**src/rtl/chain_readout_ctl.sv**
```systemverilog
module chain_readout_ctl #(
  parameter int DATA_W     = 16,
  parameter int WORDS      = 8,
  parameter int CNT_W      = 4,
  parameter int ADDR_W     = 6,
  parameter int REG_W      = 16,
  parameter int STATE_ADDR = 24,
  parameter int TC_ADDR    = 25,
  parameter int CNT_ADDR   = 26
) (
  input  logic                    clk,
  input  logic                    rst_n,
  input  logic [ADDR_W-1:0]       reg_addr,
  input  logic                    reg_wr,
  input  logic [REG_W-1:0]        reg_wdata,
  output logic [REG_W-1:0]        reg_rdata,
  input  logic [DATA_W*WORDS-1:0] cap_data,
  input  logic                    chain_in_n,
  output logic                    chain_out_n,
  output logic                    ro_valid,
  output logic [DATA_W-1:0]       ro_data
);
  localparam int SEL_W = $clog2(WORDS);

  typedef enum logic [1:0] {S_IDLE, S_SEND, S_DONE} st_t;

  st_t              st;
  logic             ro_en;
  logic [CNT_W-1:0] tc, cnt;
  logic             active;
  logic             unused_wbits;

  assign active       = ro_en && (tc != '0);
  assign unused_wbits = ^reg_wdata[REG_W-2:CNT_W];

  always_ff @(posedge clk) begin
    if (!rst_n) begin
      ro_en <= 1'b0;
      tc    <= '0;
    end else if (reg_wr && reg_addr == ADDR_W'(TC_ADDR)) begin
      ro_en <= reg_wdata[REG_W-1];
      tc    <= reg_wdata[CNT_W-1:0];
    end
  end

  always_ff @(posedge clk) begin
    if (!rst_n) begin
      st  <= S_IDLE;
      cnt <= '0;
    end else begin
      case (st)
        S_IDLE: begin
          cnt <= '0;
          if (active && !chain_in_n) st <= S_SEND;
        end
        S_SEND: begin
          if (chain_in_n || !active) begin
            st  <= S_IDLE;
            cnt <= '0;
          end else begin
            cnt <= cnt + CNT_W'(1);
            if (cnt + CNT_W'(1) == tc) st <= S_DONE;
          end
        end
        S_DONE: begin
          if (chain_in_n) begin
            st  <= S_IDLE;
            cnt <= '0;
          end
        end
        default: begin
          st  <= S_IDLE;
          cnt <= '0;
        end
      endcase
    end
  end

  assign ro_valid    = (st == S_SEND);
  assign ro_data     = cap_data[cnt[SEL_W-1:0]*DATA_W +: DATA_W];
  assign chain_out_n = active ? (st != S_DONE) : chain_in_n;

  always_comb begin
    reg_rdata = '0;
    if (reg_addr == ADDR_W'(STATE_ADDR))
      reg_rdata[2:0] = {ro_valid, chain_out_n, chain_in_n};
    else if (reg_addr == ADDR_W'(TC_ADDR)) begin
      reg_rdata[REG_W-1]   = ro_en;
      reg_rdata[CNT_W-1:0] = tc;
    end else if (reg_addr == ADDR_W'(CNT_ADDR))
      reg_rdata[CNT_W-1:0] = cnt;
  end

  // the counter rests at zero whenever the token is not held
  p_idle_zero_r1: assert property (@(posedge clk) disable iff (!rst_n)
    st == S_IDLE |-> cnt == '0);

  // a sampled token on an armed chip starts a burst at word 0
  p_start_r3: assert property (@(posedge clk) disable iff (!rst_n)
    (st == S_IDLE && active && !chain_in_n) |=> (ro_valid && cnt == '0));

  // the last word hands over with the count at the terminal value
  p_handover_r5: assert property (@(posedge clk) disable iff (!rst_n)
    (st == S_SEND && active && !chain_in_n && cnt + CNT_W'(1) == tc)
      |=> (st == S_DONE && cnt == $past(tc)));

  // the token is held while upstream holds, then released
  p_hold_r6: assert property (@(posedge clk) disable iff (!rst_n)
    (st == S_DONE && !chain_in_n) |=> st == S_DONE);
  p_release_r6: assert property (@(posedge clk) disable iff (!rst_n)
    (st == S_DONE && chain_in_n) |=> (st == S_IDLE && cnt == '0));

  // a disarmed or zero-count chip emits nothing on the next cycle
  p_quiet_r7: assert property (@(posedge clk) disable iff (!rst_n)
    !active |=> !ro_valid);

  // an upstream withdrawal aborts the burst
  p_abort_r9: assert property (@(posedge clk) disable iff (!rst_n)
    (st == S_SEND && chain_in_n) |=> (!ro_valid && cnt == '0 && st == S_IDLE));
endmodule

```
**config.mk**
```make
export PLATFORM = sky130hd
export DESIGN_NAME = chain_readout_ctl
export DESIGN_NICKNAME = d
export VERILOG_FILES = /design/src/rtl/chain_readout_ctl.sv
export SDC_FILE = /design/constraint.sdc
export NUM_CORES = 1
export LEC_CHECK = 0
export BUFFER_PORTS_ARGS = -buffer_cell sky130_fd_sc_hd__buf_2
export CAP_MARGIN = 30
export CORE_ASPECT_RATIO = 1.25
export CORE_MARGIN = 5
export CORE_UTILIZATION = 39
export DETAILED_ROUTE_END_ITERATION = 12
export MAX_ROUTING_LAYER = met4
export PLACE_DENSITY = 0.93
export RECOVER_POWER = 25
export SLEW_MARGIN = 30
export SYNTH_ARGS = -nofsm -noshare
export SYNTH_HDL_FRONTEND = slang
export SYNTH_SLANG_ARGS = --single-unit
```
**constraint.sdc**
```tcl
create_clock -name clk -period 2.6 [get_ports clk]
set_input_delay 0 -clock clk [delete_from_list [all_inputs] [get_ports clk]]
set_output_delay 0 -clock clk [all_outputs]
set_load 0.05 [all_outputs]
```
==> reports/metrics.sh <==
RUN_STATUS='completed'
GRT_UTIL_ALL_LAYERS_PCT=22.7
FINAL_LAYOUT_SIZE_SUFFIX_GT1_SHARE_PCT=62.0
WORSTPATHARRIVAL_NS=2.17
SYNTH.LIB_CELLS_USED.DISTINCT=34
START_KIND='flip-flop'
DETAILED_PLACE_HPWL_UM=6180
ROUTED_WIRELENGTH_UM=7230
BUSIEST_LAYER='met2'
SYNTH_AREA_PER_CELL_UM2=13.0
COMBINATIONAL_FRACTION_OF_DESIGN_POWER_PCT=44.7
FIN_SKEW_NS=0.00360
FINALWEIGHTEDCONGESTION=0.901
SYNTH_CELLS=142
GRTUSAGEMET3_PCT=5.43
WORSTSETUPPATHTYPE='reg2out'
SEQ_AREA_UM2=221
SYNTHFLOPTYPE='sky130_fd_sc_hd__dfxtp_1'
R2R_START='cnt[1]$_SDFFE_PN0P_'
POWER_SWITCHING_W=0.000209
SYN_TO_FINAL_GROWTH_PCT=47.0
LAYOUT.CELLS.MOST_COMMON='sky130_fd_sc_hd__buf_2'
TRITONCTS='done'
ANTENNA_VIOLATIONS_BEFORE_REPAIR=0
CP_DATA_REQUIRED_TIME_NS=2.60
FILLCELLCOUNT=395
SYNTH-ASYNC-RESET-RATIO_PCT=0
TIMING.SLEW.HEADROOM_PCT=60.3
TIMING.FINAL.MAX_SLEW_VIOLATIONS=0
CORE_AREA_MM2=0.00466
USE_MET2_PCT=38.0
HOLD_VIOL=0
CLK_PIN_SLEW_WORST_PATHS_NS=0.05
AVGROUTEDWIREPERCELL_UM=19.9
CLK_ROOT_BUFFER_CELL='sky130_fd_sc_hd__clkbuf_8'
CTS_RESIZED=0
LAYOUTNONFILLERINSTCOUNT=363
DRT_FIRST_ITER_VIOLATIONS=74
DRT-PASS1-ITER-COUNT=4
WORSTHOLDSTART='reg_wdata[2]'
POWER.DENSITY_mW_PER_MM2=227
FINALCRITICALPERIOD_NS=2.17
HTREE_NUM_LEVELS=1
VIAS_PER_CELL=5.60
CRITPATHMAXFANOUT=19
CLASS_OF_THE_TIGHTEST_HOLD_OR_REMOVAL_CHECK='in2reg'
POST-ROUTE-DRC-COUNT=0
TOTAL_POWER_W=0.000616
GLOBAL_ROUTE_WIRE_LENGTH_BEFORE_REPAIR_UM=10500
SLOWEST_STAGE_CELL_ON_THE_CRITICAL_PATH='sky130_fd_sc_hd__mux4_1'
CTS_MAX_PATH_BUFFERS=2
FINALSETUPVIOLCOUNT=0
POWER_LEAKAGE_nW=1.33
CRITICAL_PATH.N_BUFFERS_INVERTERS=2
POSTSYNTHREGISTERBITS=11
POWER.SWITCHING_FRACTION_PCT=33.9
POST-PLACE-CELLS=359
MAX_STAGE_DELAY_ON_CRIT_PATH_NS=0.60
CRITICAL_PATH.STARTPOINT='cnt[0]$_SDFFE_PN0P_'
TNS_NS=0
FINAL.SETUP.WORST_SLACK_NS=0.429
IOS=188
STD_CELL_ROWS=28
CTS_INSERTED_BUFFERS=3
WORSTPATHCELLLIST='buf_12 -> mux4_1 -> mux2_2 -> buf_2'
FINAL.PERIOD_UTILIZATION_PCT=83.5
MAX_SLEW.WORST_PIN.SLEW_NS=0.598
CLKPWRFRAC_PCT=27.8
NUM_ANTENNA_CELLS=0
AREA_OF_COMBINATIONAL_CELLS_WITH_MULTIPLE_INPUTS_MM2=0.00151
CRITICAL-PATH-TOP-DELAY-FAMILY='multiplexers'
RSZ0062_AT_GRT='false'
WORST_SETUP_PATH_END_KIND='output port'
FF2FF_SETUP_SLACK_NS=0.96
DIE_W_UM=71.6
TOTAL_GR_OVERFLOW=0
GRT_PASS1_VIAS=2097
POSTCTSSETUPREPAIRBUFS=0
CTS-HOLD-FIX-BUFFERS=0
PLACE_WORST_SETUP_SLACK_NS=0.692
FMAX_MHz=461
SYN_AREA_MM2=0.00185
P_SEQ_SHARE_PCT=27.6
PLACEMENT.IO_BUFFERS=165
CHIPHEIGHT_UM=86.9
YOSYS_WARNINGS=0
FINAL_NET_COUNT=459
FP.DIEAREA_MM2=0.00622
NUM_VIAS=2033
GRT_USE_MET1_PCT=27.9
FLOORPLAN.INITIALDENSITY_PCT=39.6
CLK_LATENCY_NS=0.24
SYNTH-EDFF-COUNT=0
GRT_MAX_DEGREE=37
VDD.IR_DROP.WORST_uV=359
CELLINTERNALPOWER_W=0.000407
NUMCLOCKSINKS=11
MOST-COMMON-LAYOUT-CELLS='sky130_fd_sc_hd__buf_2, sky130_fd_sc_hd__mux4_1, sky130_fd_sc_hd__mux2_2, sky130_fd_sc_hd__nor2b_1, sky130_fd_sc_hd__conb_1'
SYNTH_SEQUENTIAL_AREA_RATIO_PCT=11.9
CAP_VIOL_MAX_COUNT=0
DRTANTENNAVIOLNETS=0
[final timing paths]
kind,cells past startpoint,endpoint
max,4,ro_data[6]
min,3,tc[2]$_SDFFE_PN0P_
max reg2reg,6,st[1]$_SDFFE_PN0P_
min reg2reg,2,cnt[3]$_SDFFE_PN0P_
[metrics by stage]
stage / cell area [µm²] / hold WS [ns] / utilization [%]
CTS: 2720 / 0.0183 / 58.3
finish: 2710 / 0.0190 / 58.2
global route: 2710 / 0.0331 / 58.2
global placement: 2670 / 0.258 / 57.4
floorplan: 1880 / 0.166 / -
detailed placement: 2670 / 0.267 / 57.4
[cell usage after synthesis, types with 2 or more instances]
| library cell | instances | area, µm² |
|---|---|---|
| sky130_fd_sc_hd__a21boi_0 | 2 | 15.0 |
| sky130_fd_sc_hd__a22oi_1 | 2 | 15.0 |
| sky130_fd_sc_hd__buf_2 | 2 | 10.0 |
| sky130_fd_sc_hd__buf_4 | 11 | 82.6 |
| sky130_fd_sc_hd__buf_6 | 4 | 45.0 |
| sky130_fd_sc_hd__clkbuf_1 | 4 | 15.0 |
| sky130_fd_sc_hd__dfxtp_1 | 11 | 220 |
| sky130_fd_sc_hd__mux2_2 | 17 | 191 |
| sky130_fd_sc_hd__mux2i_1 | 8 | 80.1 |
| sky130_fd_sc_hd__mux4_1 | 32 | 841 |
| sky130_fd_sc_hd__nand2_1 | 2 | 7.51 |
| sky130_fd_sc_hd__nand3_1 | 2 | 10.0 |
| sky130_fd_sc_hd__nor2_1 | 9 | 33.8 |
| sky130_fd_sc_hd__nor2b_1 | 13 | 81.3 |
| sky130_fd_sc_hd__o21ai_0 | 2 | 10.0 |
| sky130_fd_sc_hd__xnor2_1 | 2 | 17.5 |
| sky130_fd_sc_hd__xor2_1 | 2 | 17.5 |
[registers in the layout, summed over array words and instances, names as in the netlist]
signal and cells:
tc 4, st 2, ro_en 1, cnt 4
[power groups by stage]
stage	clock (W)	combinational [W]	sequential (W)
2_1_floorplan	0	0.000158	0.000173
3_3_place_gp	0	0.000265	0.000173
3_5_place_dp	0	0.000273	0.000173
4_1_cts	0.000175	0.000275	0.000170
5_1_grt	0.000182	0.000293	0.000170
6_report	0.000171	0.000275	0.000170
[kinds of logic (layout without fill, tap and decap cells)]
kind of cell / Yosys count / after routing / synth area share, %
mux: 57 / 57 / 60.2
simple gates: 34 / 34 / 10.6
buf+inv: 22 / 173 / 8.47
compound gates: 11 / 11 / 4.81
flops: 11 / 11 / 11.9
xor+xnor: 5 / 5 / 3.12
fa+ha+maj: 1 / 1 / 0.677
other cells: 1 / 11 / 0.203
[final cells by class]
type                    instances  share of cell area, %
clock buffers                   4                   1.66
repair buffers                169                   31.9
well taps                      60                   2.77
multi-input cells             119                   55.6
flip-flops and latches         11                   8.16
[routing by layer]
layer,vias up,part of all wire [%]
met3,19,10
met2,128,49
met5,-,0
met1,984,39
met4,0,2.0
li1,902,-
[worst min-delay path, cell delays in order]
cell and delay (ns):
sky130_fd_sc_hd__buf_2 0.08, sky130_fd_sc_hd__mux2i_1 0.05, sky130_fd_sc_hd__nor2b_1 0.09
Power figures use the tool's default switching activity.
